[src/rtl/pba_pkg.sv]
package pba_pkg;

    localparam int PKT_NUM_W = 7;

    typedef logic [PKT_NUM_W-1:0] pkt_num_t;

    typedef enum logic [2:0] {
        OP_NOP      = 3'd0,
        OP_ALLOC    = 3'd1,
        OP_RESET    = 3'd2,
        OP_RX_DROP  = 3'd3,
        OP_RX_FREE  = 3'd4,
        OP_FREE     = 3'd5,
        OP_TX_ENQ   = 3'd6,
        OP_TX_RESET = 3'd7
    } pba_op_e;

    typedef struct packed {
        pba_op_e    op;
        logic [4:0] arg;
    } pba_cmd_t;

    typedef struct packed {
        logic     fail;
        pkt_num_t num;
    } alloc_res_t;

    function automatic pba_cmd_t pba_decode(input logic [7:0] w);
        pba_cmd_t c;
        c.op  = pba_op_e'(w[7:5]);
        c.arg = w[4:0];
        return c;
    endfunction

    function automatic logic pba_is_release(input pba_op_e op);
        return (op == OP_RX_FREE) || (op == OP_FREE);
    endfunction

endpackage

[src/rtl/pba_pkt_fifo.sv]
module pba_pkt_fifo
    import pba_pkg::*;
#(
    parameter int DEPTH = 4
) (
    input  logic     clk,
    input  logic     rst,
    input  logic     clr,
    input  logic     push,
    input  pkt_num_t push_data,
    input  logic     pop,
    output pkt_num_t head,
    output logic     empty
);
    localparam int AW = $clog2(DEPTH);
    localparam logic [AW:0] FULL_CNT = (AW+1)'(DEPTH);

    pkt_num_t      mem [DEPTH];
    logic [AW-1:0] wr_ptr;
    logic [AW-1:0] rd_ptr;
    logic [AW:0]   count;
    logic          pop_ok;
    logic          push_ok;

    assign empty   = (count == '0);
    assign pop_ok  = pop && !empty;
    assign push_ok = push && ((count != FULL_CNT) || pop_ok);
    assign head    = empty ? '0 : mem[rd_ptr];

    always_ff @(posedge clk) begin
        if (rst || clr) begin
            wr_ptr <= '0;
            rd_ptr <= '0;
            count  <= '0;
        end else begin
            if (push_ok) begin
                mem[wr_ptr] <= push_data;
                wr_ptr      <= wr_ptr + 1'b1;
            end
            if (pop_ok) begin
                rd_ptr <= rd_ptr + 1'b1;
            end
            case ({push_ok, pop_ok})
                2'b10:   count <= count + 1'b1;
                2'b01:   count <= count - 1'b1;
                default: count <= count;
            endcase
        end
    end

    AST_NO_OVERFLOW: assert property (@(posedge clk) disable iff (rst)
        (count == FULL_CNT) && push && !pop && !clr |=> (count == FULL_CNT));

    AST_COUNT_BOUND: assert property (@(posedge clk) disable iff (rst)
        count <= FULL_CNT);

    AST_CLEAR_EMPTIES: assert property (@(posedge clk) disable iff (rst)
        clr |=> empty);

endmodule

[src/rtl/pba_page_pool.sv]
module pba_page_pool
    import pba_pkg::*;
#(
    parameter int NUM_PAGES = 12,
    parameter int NUM_PKTS  = 4,
    parameter int REQ_W     = 4
) (
    input  logic             clk,
    input  logic             rst,
    input  logic             clr,
    input  logic             alloc_req,
    input  logic [REQ_W-1:0] alloc_pages_m1,
    input  logic             free_req,
    input  pkt_num_t         free_pkt,
    output logic             alloc_done,
    output alloc_res_t       alloc_res,
    output logic [7:0]       free_pages
);
    localparam int PG_W = $clog2(NUM_PAGES + 1);
    localparam int CW   = (PG_W > REQ_W) ? PG_W : REQ_W + 1;
    localparam int SW   = $clog2(NUM_PKTS);
    localparam pkt_num_t PKT_LIMIT = pkt_num_t'(NUM_PKTS);

    logic [NUM_PKTS-1:0] used;
    logic [CW-1:0]       pages [NUM_PKTS];
    logic [CW-1:0]       free_cnt;
    logic [CW-1:0]       req;
    logic [SW-1:0]       slot;
    logic                found;
    logic                grant;
    logic [SW-1:0]       fidx;
    logic                free_hit;
    logic [CW-1:0]       give_back;
    logic [CW-1:0]       take;

    always_comb begin
        found = 1'b0;
        slot  = '0;
        for (int i = NUM_PKTS - 1; i >= 0; i--) begin
            if (!used[i]) begin
                found = 1'b1;
                slot  = SW'(i);
            end
        end
    end

    assign req       = CW'(alloc_pages_m1) + 1'b1;
    assign grant     = alloc_req && found && (free_cnt >= req);
    assign fidx      = free_pkt[SW-1:0];
    assign free_hit  = free_req && (free_pkt < PKT_LIMIT) && used[fidx];
    assign give_back = free_hit ? pages[fidx] : '0;
    assign take      = grant ? req : '0;
    assign free_pages = 8'(free_cnt);

    always_ff @(posedge clk) begin
        if (rst || clr) begin
            used       <= '0;
            free_cnt   <= CW'(NUM_PAGES);
            alloc_res  <= '0;
            alloc_done <= 1'b0;
        end else begin
            alloc_done <= alloc_req;
            if (alloc_req) begin
                if (grant) begin
                    used[slot]  <= 1'b1;
                    pages[slot] <= req;
                    alloc_res   <= '{fail: 1'b0, num: pkt_num_t'(slot)};
                end else begin
                    alloc_res   <= '{fail: 1'b1, num: '0};
                end
            end
            if (free_hit) begin
                used[fidx] <= 1'b0;
            end
            free_cnt <= free_cnt - take + give_back;
        end
    end

    AST_FREE_BOUND: assert property (@(posedge clk) disable iff (rst)
        free_cnt <= CW'(NUM_PAGES));

    AST_FAIL_KEEPS_POOL: assert property (@(posedge clk) disable iff (rst)
        alloc_done && alloc_res.fail |-> free_cnt == $past(free_cnt));

    AST_GRANT_SLOT_USED: assert property (@(posedge clk) disable iff (rst)
        alloc_done && !alloc_res.fail |-> used[alloc_res.num[SW-1:0]]);

endmodule

[src/rtl/pkt_page_alloc.sv]
module pkt_page_alloc
    import pba_pkg::*;
#(
    parameter int NUM_PAGES  = 12,
    parameter int NUM_PKTS   = 4,
    parameter int Q_DEPTH    = 4,
    parameter int REQ_W      = 4,
    parameter int REL_CYCLES = 4
) (
    input  logic        clk,
    input  logic        rst,
    input  logic        cmd_valid,
    input  logic [7:0]  cmd_word,
    input  logic [6:0]  pkt_sel,
    output logic [7:0]  cmd_status,
    output logic [7:0]  alloc_result,
    output logic        alloc_done,
    output logic [15:0] queue_view,
    output logic [15:0] mem_info,
    input  logic        rx_done_valid,
    input  logic [6:0]  rx_done_pkt,
    input  logic        tx_done
);
    localparam int BW = $clog2(REL_CYCLES + 1);

    pba_cmd_t   cmd;
    logic       accept;
    logic       busy;
    logic [BW-1:0] busy_cnt;
    pkt_num_t   rx_head;
    pkt_num_t   tx_head;
    logic       rx_empty;
    logic       tx_empty;
    logic       pool_clr;
    logic       rx_pop;
    logic       tx_push;
    logic       tx_clr;
    logic       free_req;
    pkt_num_t   free_pkt;
    alloc_res_t res;
    logic [7:0] free_pages;

    assign cmd    = pba_decode(cmd_word);
    assign busy   = (busy_cnt != '0);
    assign accept = cmd_valid && !busy;

    assign pool_clr = accept && (cmd.op == OP_RESET);
    assign rx_pop   = accept && ((cmd.op == OP_RX_DROP) || (cmd.op == OP_RX_FREE));
    assign tx_push  = accept && (cmd.op == OP_TX_ENQ);
    assign tx_clr   = accept && ((cmd.op == OP_RESET) || (cmd.op == OP_TX_RESET));
    assign free_req = accept && (((cmd.op == OP_RX_FREE) && !rx_empty) || (cmd.op == OP_FREE));
    assign free_pkt = (cmd.op == OP_RX_FREE) ? rx_head : pkt_sel;

    always_ff @(posedge clk) begin
        if (rst) begin
            busy_cnt <= '0;
        end else if (accept && pba_is_release(cmd.op)) begin
            busy_cnt <= BW'(REL_CYCLES);
        end else if (busy) begin
            busy_cnt <= busy_cnt - 1'b1;
        end
    end

    pba_pkt_fifo #(.DEPTH(Q_DEPTH)) u_rxq (
        .clk       (clk),
        .rst       (rst),
        .clr       (pool_clr),
        .push      (rx_done_valid),
        .push_data (rx_done_pkt),
        .pop       (rx_pop),
        .head      (rx_head),
        .empty     (rx_empty)
    );

    pba_pkt_fifo #(.DEPTH(Q_DEPTH)) u_txq (
        .clk       (clk),
        .rst       (rst),
        .clr       (tx_clr),
        .push      (tx_push),
        .push_data (pkt_sel),
        .pop       (tx_done),
        .head      (tx_head),
        .empty     (tx_empty)
    );

    pba_page_pool #(
        .NUM_PAGES (NUM_PAGES),
        .NUM_PKTS  (NUM_PKTS),
        .REQ_W     (REQ_W)
    ) u_pool (
        .clk            (clk),
        .rst            (rst),
        .clr            (pool_clr),
        .alloc_req      (accept && (cmd.op == OP_ALLOC)),
        .alloc_pages_m1 (cmd.arg[REQ_W-1:0]),
        .free_req       (free_req),
        .free_pkt       (free_pkt),
        .alloc_done     (alloc_done),
        .alloc_res      (res),
        .free_pages     (free_pages)
    );

    assign alloc_result = res;
    assign cmd_status   = {7'b0, busy};
    assign queue_view   = {rx_empty, rx_head, tx_empty, tx_head};
    assign mem_info     = {free_pages, 8'(NUM_PAGES)};

    AST_BUSY_IGNORES: assert property (@(posedge clk) disable iff (rst)
        busy && cmd_valid |=> $stable(mem_info) && !alloc_done);

    AST_BUSY_FROM_CMD: assert property (@(posedge clk) disable iff (rst)
        $rose(busy) |-> $past(cmd_valid));

    AST_ALLOC_ANSWERS: assert property (@(posedge clk) disable iff (rst)
        cmd_valid && !busy && (cmd_word[7:5] == 3'd1) |=> alloc_done);

    AST_RESET_CMD: assert property (@(posedge clk) disable iff (rst)
        cmd_valid && !busy && (cmd_word[7:5] == 3'd2)
        |=> (mem_info[15:8] == 8'(NUM_PAGES)) && (queue_view == 16'h8080) && !alloc_result[7]);

endmodule

[config.mk]
export PLATFORM = sky130hd
export DESIGN_NAME = pkt_page_alloc
export DESIGN_NICKNAME = d
export VERILOG_FILES = /design/src/rtl/pba_pkg.sv /design/src/rtl/pba_pkt_fifo.sv /design/src/rtl/pba_page_pool.sv /design/src/rtl/pkt_page_alloc.sv
export SDC_FILE = /design/constraint.sdc
export NUM_CORES = 1
export LEC_CHECK = 0
export ABC_AREA = 1
export CORE_MARGIN = 2
export CORE_UTILIZATION = 43
export CTS_BUF_LIST = sky130_fd_sc_hd__clkbuf_4
export CTS_CLUSTER_DIAMETER = 100
export DETAILED_ROUTE_END_ITERATION = 10
export GPL_TIMING_DRIVEN = 0
export PLACE_DENSITY = 0.65
export SYNTH_ARGS = -nofsm -noshare
export SYNTH_HDL_FRONTEND = slang
export SYNTH_SLANG_ARGS = --single-unit
[constraint.sdc]
create_clock -name clk -period 5.35 [get_ports clk]
set_input_delay 0.8025 -clock clk [delete_from_list [all_inputs] [get_ports clk]]
set_output_delay 0.8025 -clock clk [all_outputs]
set_load 0.02 [all_outputs]
; ---- After elaboration in Yosys (flattened, before gate mapping)
; Memory sizes are Yosys's and may differ from the RTL's. A register that Yosys moved wholly into a read port is not among the register bits.
; Index checks and enable logic that the tools add are counted.
[op_classes]
n_addsub = 12
n_lt_le_gt_ge = 6
n_eq_ne = 13
n_mux = 42
bitwise_logic = 3
n_reduce_logical = 37
[ops]
columns = operator, count
row1 = $mux W7, 3
row2 = $logic_and A1 B1 Y1, 19
row3 = $mux W1, 17
row4 = $mux W2, 8
row5 = $mux W4, 4
row6 = $eq A3 B3 Y1 const B, 4
row7 = $pmux W3 S2, 2
row8 = $mux W5, 2
row9 = $sub A3 B1 Y3 const B, 3
row10 = $add A2 B1 Y2 const B, 4
row11 = $logic_or A1 B1 Y1, 8
row12 = $mux W8, 1
row13 = $lt A7 B3 Y1 const B, 1
row14 = $add A3 B1 Y3 const B, 2
row15 = $eq A3 B2 Y1 const B, 2
row16 = $logic_not A3 Y1, 2
row17 = $lt A2 B3 Y1 const B, 2
row18 = $mux W3, 2
row19 = $ne A3 B3 Y1 const B, 2
row20 = $reduce_bool A2 Y1, 3
row21 = $add A4 B1 Y5 const B, 1
row22 = $add A5 B5 Y5, 1
row23 = $ge A5 B5 Y1, 1
row24 = $sub A5 B5 Y5, 1
row25 = 12 further kinds, 18
[totals]
ff_bits = 35
ram_bits = 76
output_inout_bits = 49
word_cells = 129
mem_count = 3
[memory_table]
columns = memory, words, width, read_ports, rd_ports_with_merged_regs, wr, line_no
row1 = u_rxq.mem, 4, 7, 1, 1, 1, pba_pkt_fifo.sv:18  ; pkt_num_t mem [DEPTH];
row2 = u_txq.mem, 4, 7, 1, 1, 1, pba_pkt_fifo.sv:18
row3 = u_pool.pages, 4, 5, 1, 0, 1, pba_page_pool.sv:25  ; logic [CW-1:0] pages [NUM_PKTS];

; ---- Logic depth before layout (Yosys ltp)
[logic_depth]
ltp_word = 14
depth_mapped = 25

; ---- Hierarchy
; Synthesis repeated with hierarchy kept, for this count alone.
[unflattened]
hier_cells = 615
area_unflattened_um2 = 5592.9
[modules_own_cells]
columns = module, n_inst, cells_per_inst, area_each_um2, seq_area_each_um2
row1 = pba_page_pool, 1, 223, 1868.0, 860.8
row2 = pba_pkt_fifo at u_txq, 1, 151, 1597.8, 1021.0
row3 = pba_pkt_fifo at u_rxq, 1, 157, 1595.3, 1021.0
row4 = pkt_page_alloc, 1, 84, 531.8, 60.1

; ---- Least setup slack after synthesis
; Ideal clock, no wire load.
[synth_path]
path_type = input to register
start = in cmd_word[0]
end = reg u_pool.free_cnt[4]
setup_time_ns = 0.115
arrival_ns = 3.883
required_time_ns = 5.235
path_slack_ns = 1.352
cell_stages = 22
n_path_buf = 1
cell_sequence = ha_1 nand2_1 nor2_1 inv_1 ha_1 nand2_1 inv_1 nand4_1 o2111ai_1 and3_1 buf_2 inv_2 nor2_1 fa_1 inv_1 fa_1 nand3_1 nand2_1 xor2_1 nand4_1 a21oi_1 nor2_1
[synth_between]
elab_chain_len = 6
[synth_lines]
columns = element, line_no
row1 = start: declaration, pkt_page_alloc.sv:13  ; input logic [7:0] cmd_word,
row2 = $add A4 B1 Y5 (*), pba_page_pool.sv:47  ; assign req = CW'(alloc_pages_m1) + 1'b1;
row3 = net u_pool.req[4], pba_page_pool.sv:27  ; logic [CW-1:0] req;
row4 = $ge A5 B5 Y1, pba_page_pool.sv:48  ; assign grant = alloc_req && found && (free_cnt >= req);
row5 = $logic_and A1 B1 Y1, pba_page_pool.sv:48
row6 = $mux W5 (*), pba_page_pool.sv:52  ; assign take = grant ? req : '0;
row7 = $sub A5 B5 Y5 (*), pba_page_pool.sv:75  ; free_cnt <= free_cnt - take + give_back;
row8 = $add A5 B5 Y5 (*), pba_page_pool.sv:75
row9 = end signal: assignment, pba_page_pool.sv:58  ; free_cnt <= CW'(NUM_PAGES);
row10 = end signal: assignment, pba_page_pool.sv:75
row11 = end: declaration, pba_page_pool.sv:26  ; logic [CW-1:0] free_cnt;
; Mark *: on every way through the listed nets, which the timed path passes. The rest lies on a longest branch.
; A chain may end at the register's enable or synchronous reset.

; ---- Worst setup path after layout
; Ends and elaborated chain as after synthesis.

==> metrics.txt <==
status=complete, no violations; Final Critical Period=4.65 ns; CTS root buf=clkbuf_4; Placer Congestion=0.867; CTS tree=done; Detail Placement HPWL=a little under 8000 um; CTS HTree Levels=3; post-synthesis xor/xnor area fraction=0.00811; nets@finish=714; critical path class=input pin to flop; Pleak=approximately 2.6 nW; Clk pin slew, worst setup/hold paths=approximately 0.16 ns; vias=a little under 4000; Die W=roughly 120 um; routed wire length=around 10000 um; Slew Viols, Final=0; Worst setup EP type=flop; number of cell rows=40; post-synthesis register bit count=110; post-cts resize count=0; area delta synth->final=17.8%; fraction of layout cells with a size suffix above 1=0.0935; first-pass GRT wire length=about 17000 um; maximum VDD drop=approximately 0.00021 V; clock tree buffer depth=2; EDFF count, synth=76; Total GRT Usage=0.166; Die Y=between 100 and 150 um; initial antenna violation count=0; critical path fanouts, max=7; Ant. Diodes=0; Data required, critical path=around 5.7 ns; core area=12200 um2; count of cell types in the netlist=42; post-synthesis sequential area ratio=0.548; Multi-input gate area=1950 um2; Post-Synth Simple-Gate Area=0.171; FMAX=0.215 GHz; Fin. Hold Viols=0; top cell type's share of synthesized area=0.422; asr flop ratio synth=0; die area=between 10000 and 15000 um2; final worst setup slack=0.696 ns; DRT antenna net count=0; post-synthesis compound-gate area fraction=0.0892; number of top-level pins=76; worst min-delay path class=flop to flop; Mapped Cells=roughly 580; Synth area leaders=edfxtp_1 (42%), dfxtp_1 (13%), nand2_1 (6.7%); post-synthesis mux area share=0.00185; largest family of logic cells by synthesized area=simple AND/OR/NAND/NOR gates; register area=2960 um2; DRC Markers=0; Setup violations, final=0; vias per cell=approximately 4.7; Synth Flop Type=edfxtp_1; Worst Clk Skew=around 0.024 ns; setup repair bufs after CTS=0; mapped cell area=5400 um2; Initial Util=0.444; Worst Max-Slew Pin Slew=0.957 ns; fillers=about 1100; PwrDens=about 300 nW/um2; 1st-pass router iterations=5; Worst EP arrival=roughly 5 ns; MaxCap Viol Count=0; total power=between 0.0015 and 0.002 W; cts hold-fix bufs=0; Post-Synth Adder-Cell Area=0.0755; grt total ovfl=0; area leader, netlist=edfxtp_1; DP Worst Slack=~0.21 ns; largest net degree at the start of global routing=19; TritonCTS buffer count=9; Syn Area/Cell=between 9 and 10 um2; total negative slack=0 ns; Startpoint Class=input pin; vias in the first global route=approximately 3600; drt wl/cell=between 10 and 15 um; Rel. slew slack=0.359; clock sink total=110; Period Utilization, post-route=0.870; I/O Buffers=51; Synth Warn #=0; Initial DRC Count=just under 200; Clock Latency Late Sink=approximately 0.48 ns; Hold Slack=a little under 0.5 ns; RSZ-0062 raised after global routing=false
power breakdown:
part           internal [W]  switching, W  total [W]
clock network      0.000190      0.000276   0.000466
registers          0.000947     0.0000260   0.000973
logic              0.000204      0.000283   0.000487
synthesized netlist by cell type, types with 2 or more instances:
master,count
a21oi_1,32
nand2_1,97
nand2_2,2
inv_2,4
ha_1,23
fa_1,6
or2_2,3
buf_2,5
nor2_1,73
a21o_1,2
conb_1,2
edfxtp_1,76
nand3_1,29
o21ai_0,38
inv_1,81
nor3_1,5
clkbuf_1,2
dfxtp_1,34
a31oi_1,4
nand4_1,5
xor2_1,4
a22oi_1,3
buf_4,26
path summary, 6_finish.rpt:
path	slack (ns)	endpoint	startpoint	cells after the start
max	0.70	u_pool.free_cnt[4]	cmd_word[0]	23
min	0.48	u_pool.alloc_res[1]	u_pool.alloc_res[1]	2
max reg2reg	1.24	u_pool.free_cnt[4]	busy_cnt[0]	19
min reg2reg	0.48	u_pool.alloc_res[1]	u_pool.alloc_res[1]	2
metal layers:
| layer | global-route usage | share of wire |
|---|---|---|
| met5 | 0 | 0 |
| met4 | 0.0746 | 0.024 |
| met3 | 0.0311 | 0.046 |
| met2 | 0.274 | 0.47 |
| met1 | 0.215 | 0.46 |
flip-flops by register name, summed over array words and instances (netlist names), 4 cells and up, named ones only:
name,count
u_pool.free_cnt,5
u_pool.pages,20
u_pool.used,4
u_rxq.mem,28
u_txq.mem,28
cell usage in the layout (no fill, tap or decap), types with 5 or more instances in the layout:
cell type        netlist  layout
nand2_1               97      97
inv_1                 81      81
edfxtp_1              76      76
nor2_1                73      73
clkdlybuf4s50_1        0      51
o21ai_0               38      38
dfxtp_1               34      34
a21oi_1               32      32
nand3_1               29      29
buf_4                 26      26
ha_1                  23      23
conb_1                 2      23
clkbuf_4               0       9
fa_1                   6       6
buf_2                  5       5
nor3_1                 5       5
nand4_1                5       5
cell families after synthesis:
kind of cell / count (synthesis)
AO/OA/AOI/OAI: 87
XOR/XNOR: 5
adder cells (fa/ha/maj): 29
buffers and inverters: 121
flip-flops: 110
multiplexers: 1
other: 2
AND/OR/NAND/NOR: 220
final cells by class:
cell class,instances,area share
well taps,168,0.0330
clock inverters,7,0.0151
inverters,86,0.0507
flip-flops and latches,110,0.465
repair buffers,51,0.0802
plain buffers,35,0.0383
clock buffers,9,0.0106
multi-input cells,365,0.307
through the flow:
step,utilization,instances,instance area [um2]
after floorplan,-,596,5480
after global placement,0.510,815,6200
after detailed placement,0.510,815,6200
after CTS,0.523,831,6370
after global routing,0.523,831,6370
final,0.523,831,6370
worst max-delay path: stages:
cell and delay [ns]:
clkdlybuf4s50_1 0.53, ha_1 0.18, nand2_1 0.08, nor2_1 0.37, inv_1 0.09, ha_1 0.32
nand2_1 0.10, inv_1 0.05, nand4_1 0.07, o2111ai_1 0.15, and3_1 0.18, buf_2 0.15
inv_2 0.10, nor2_1 0.07, fa_1 0.50, inv_1 0.07, fa_1 0.46, nand3_1 0.10
nand2_1 0.07, xor2_1 0.23, nand4_1 0.16, a21oi_1 0.16, nor2_1 0.05
Power figures use the tool's default switching activity.
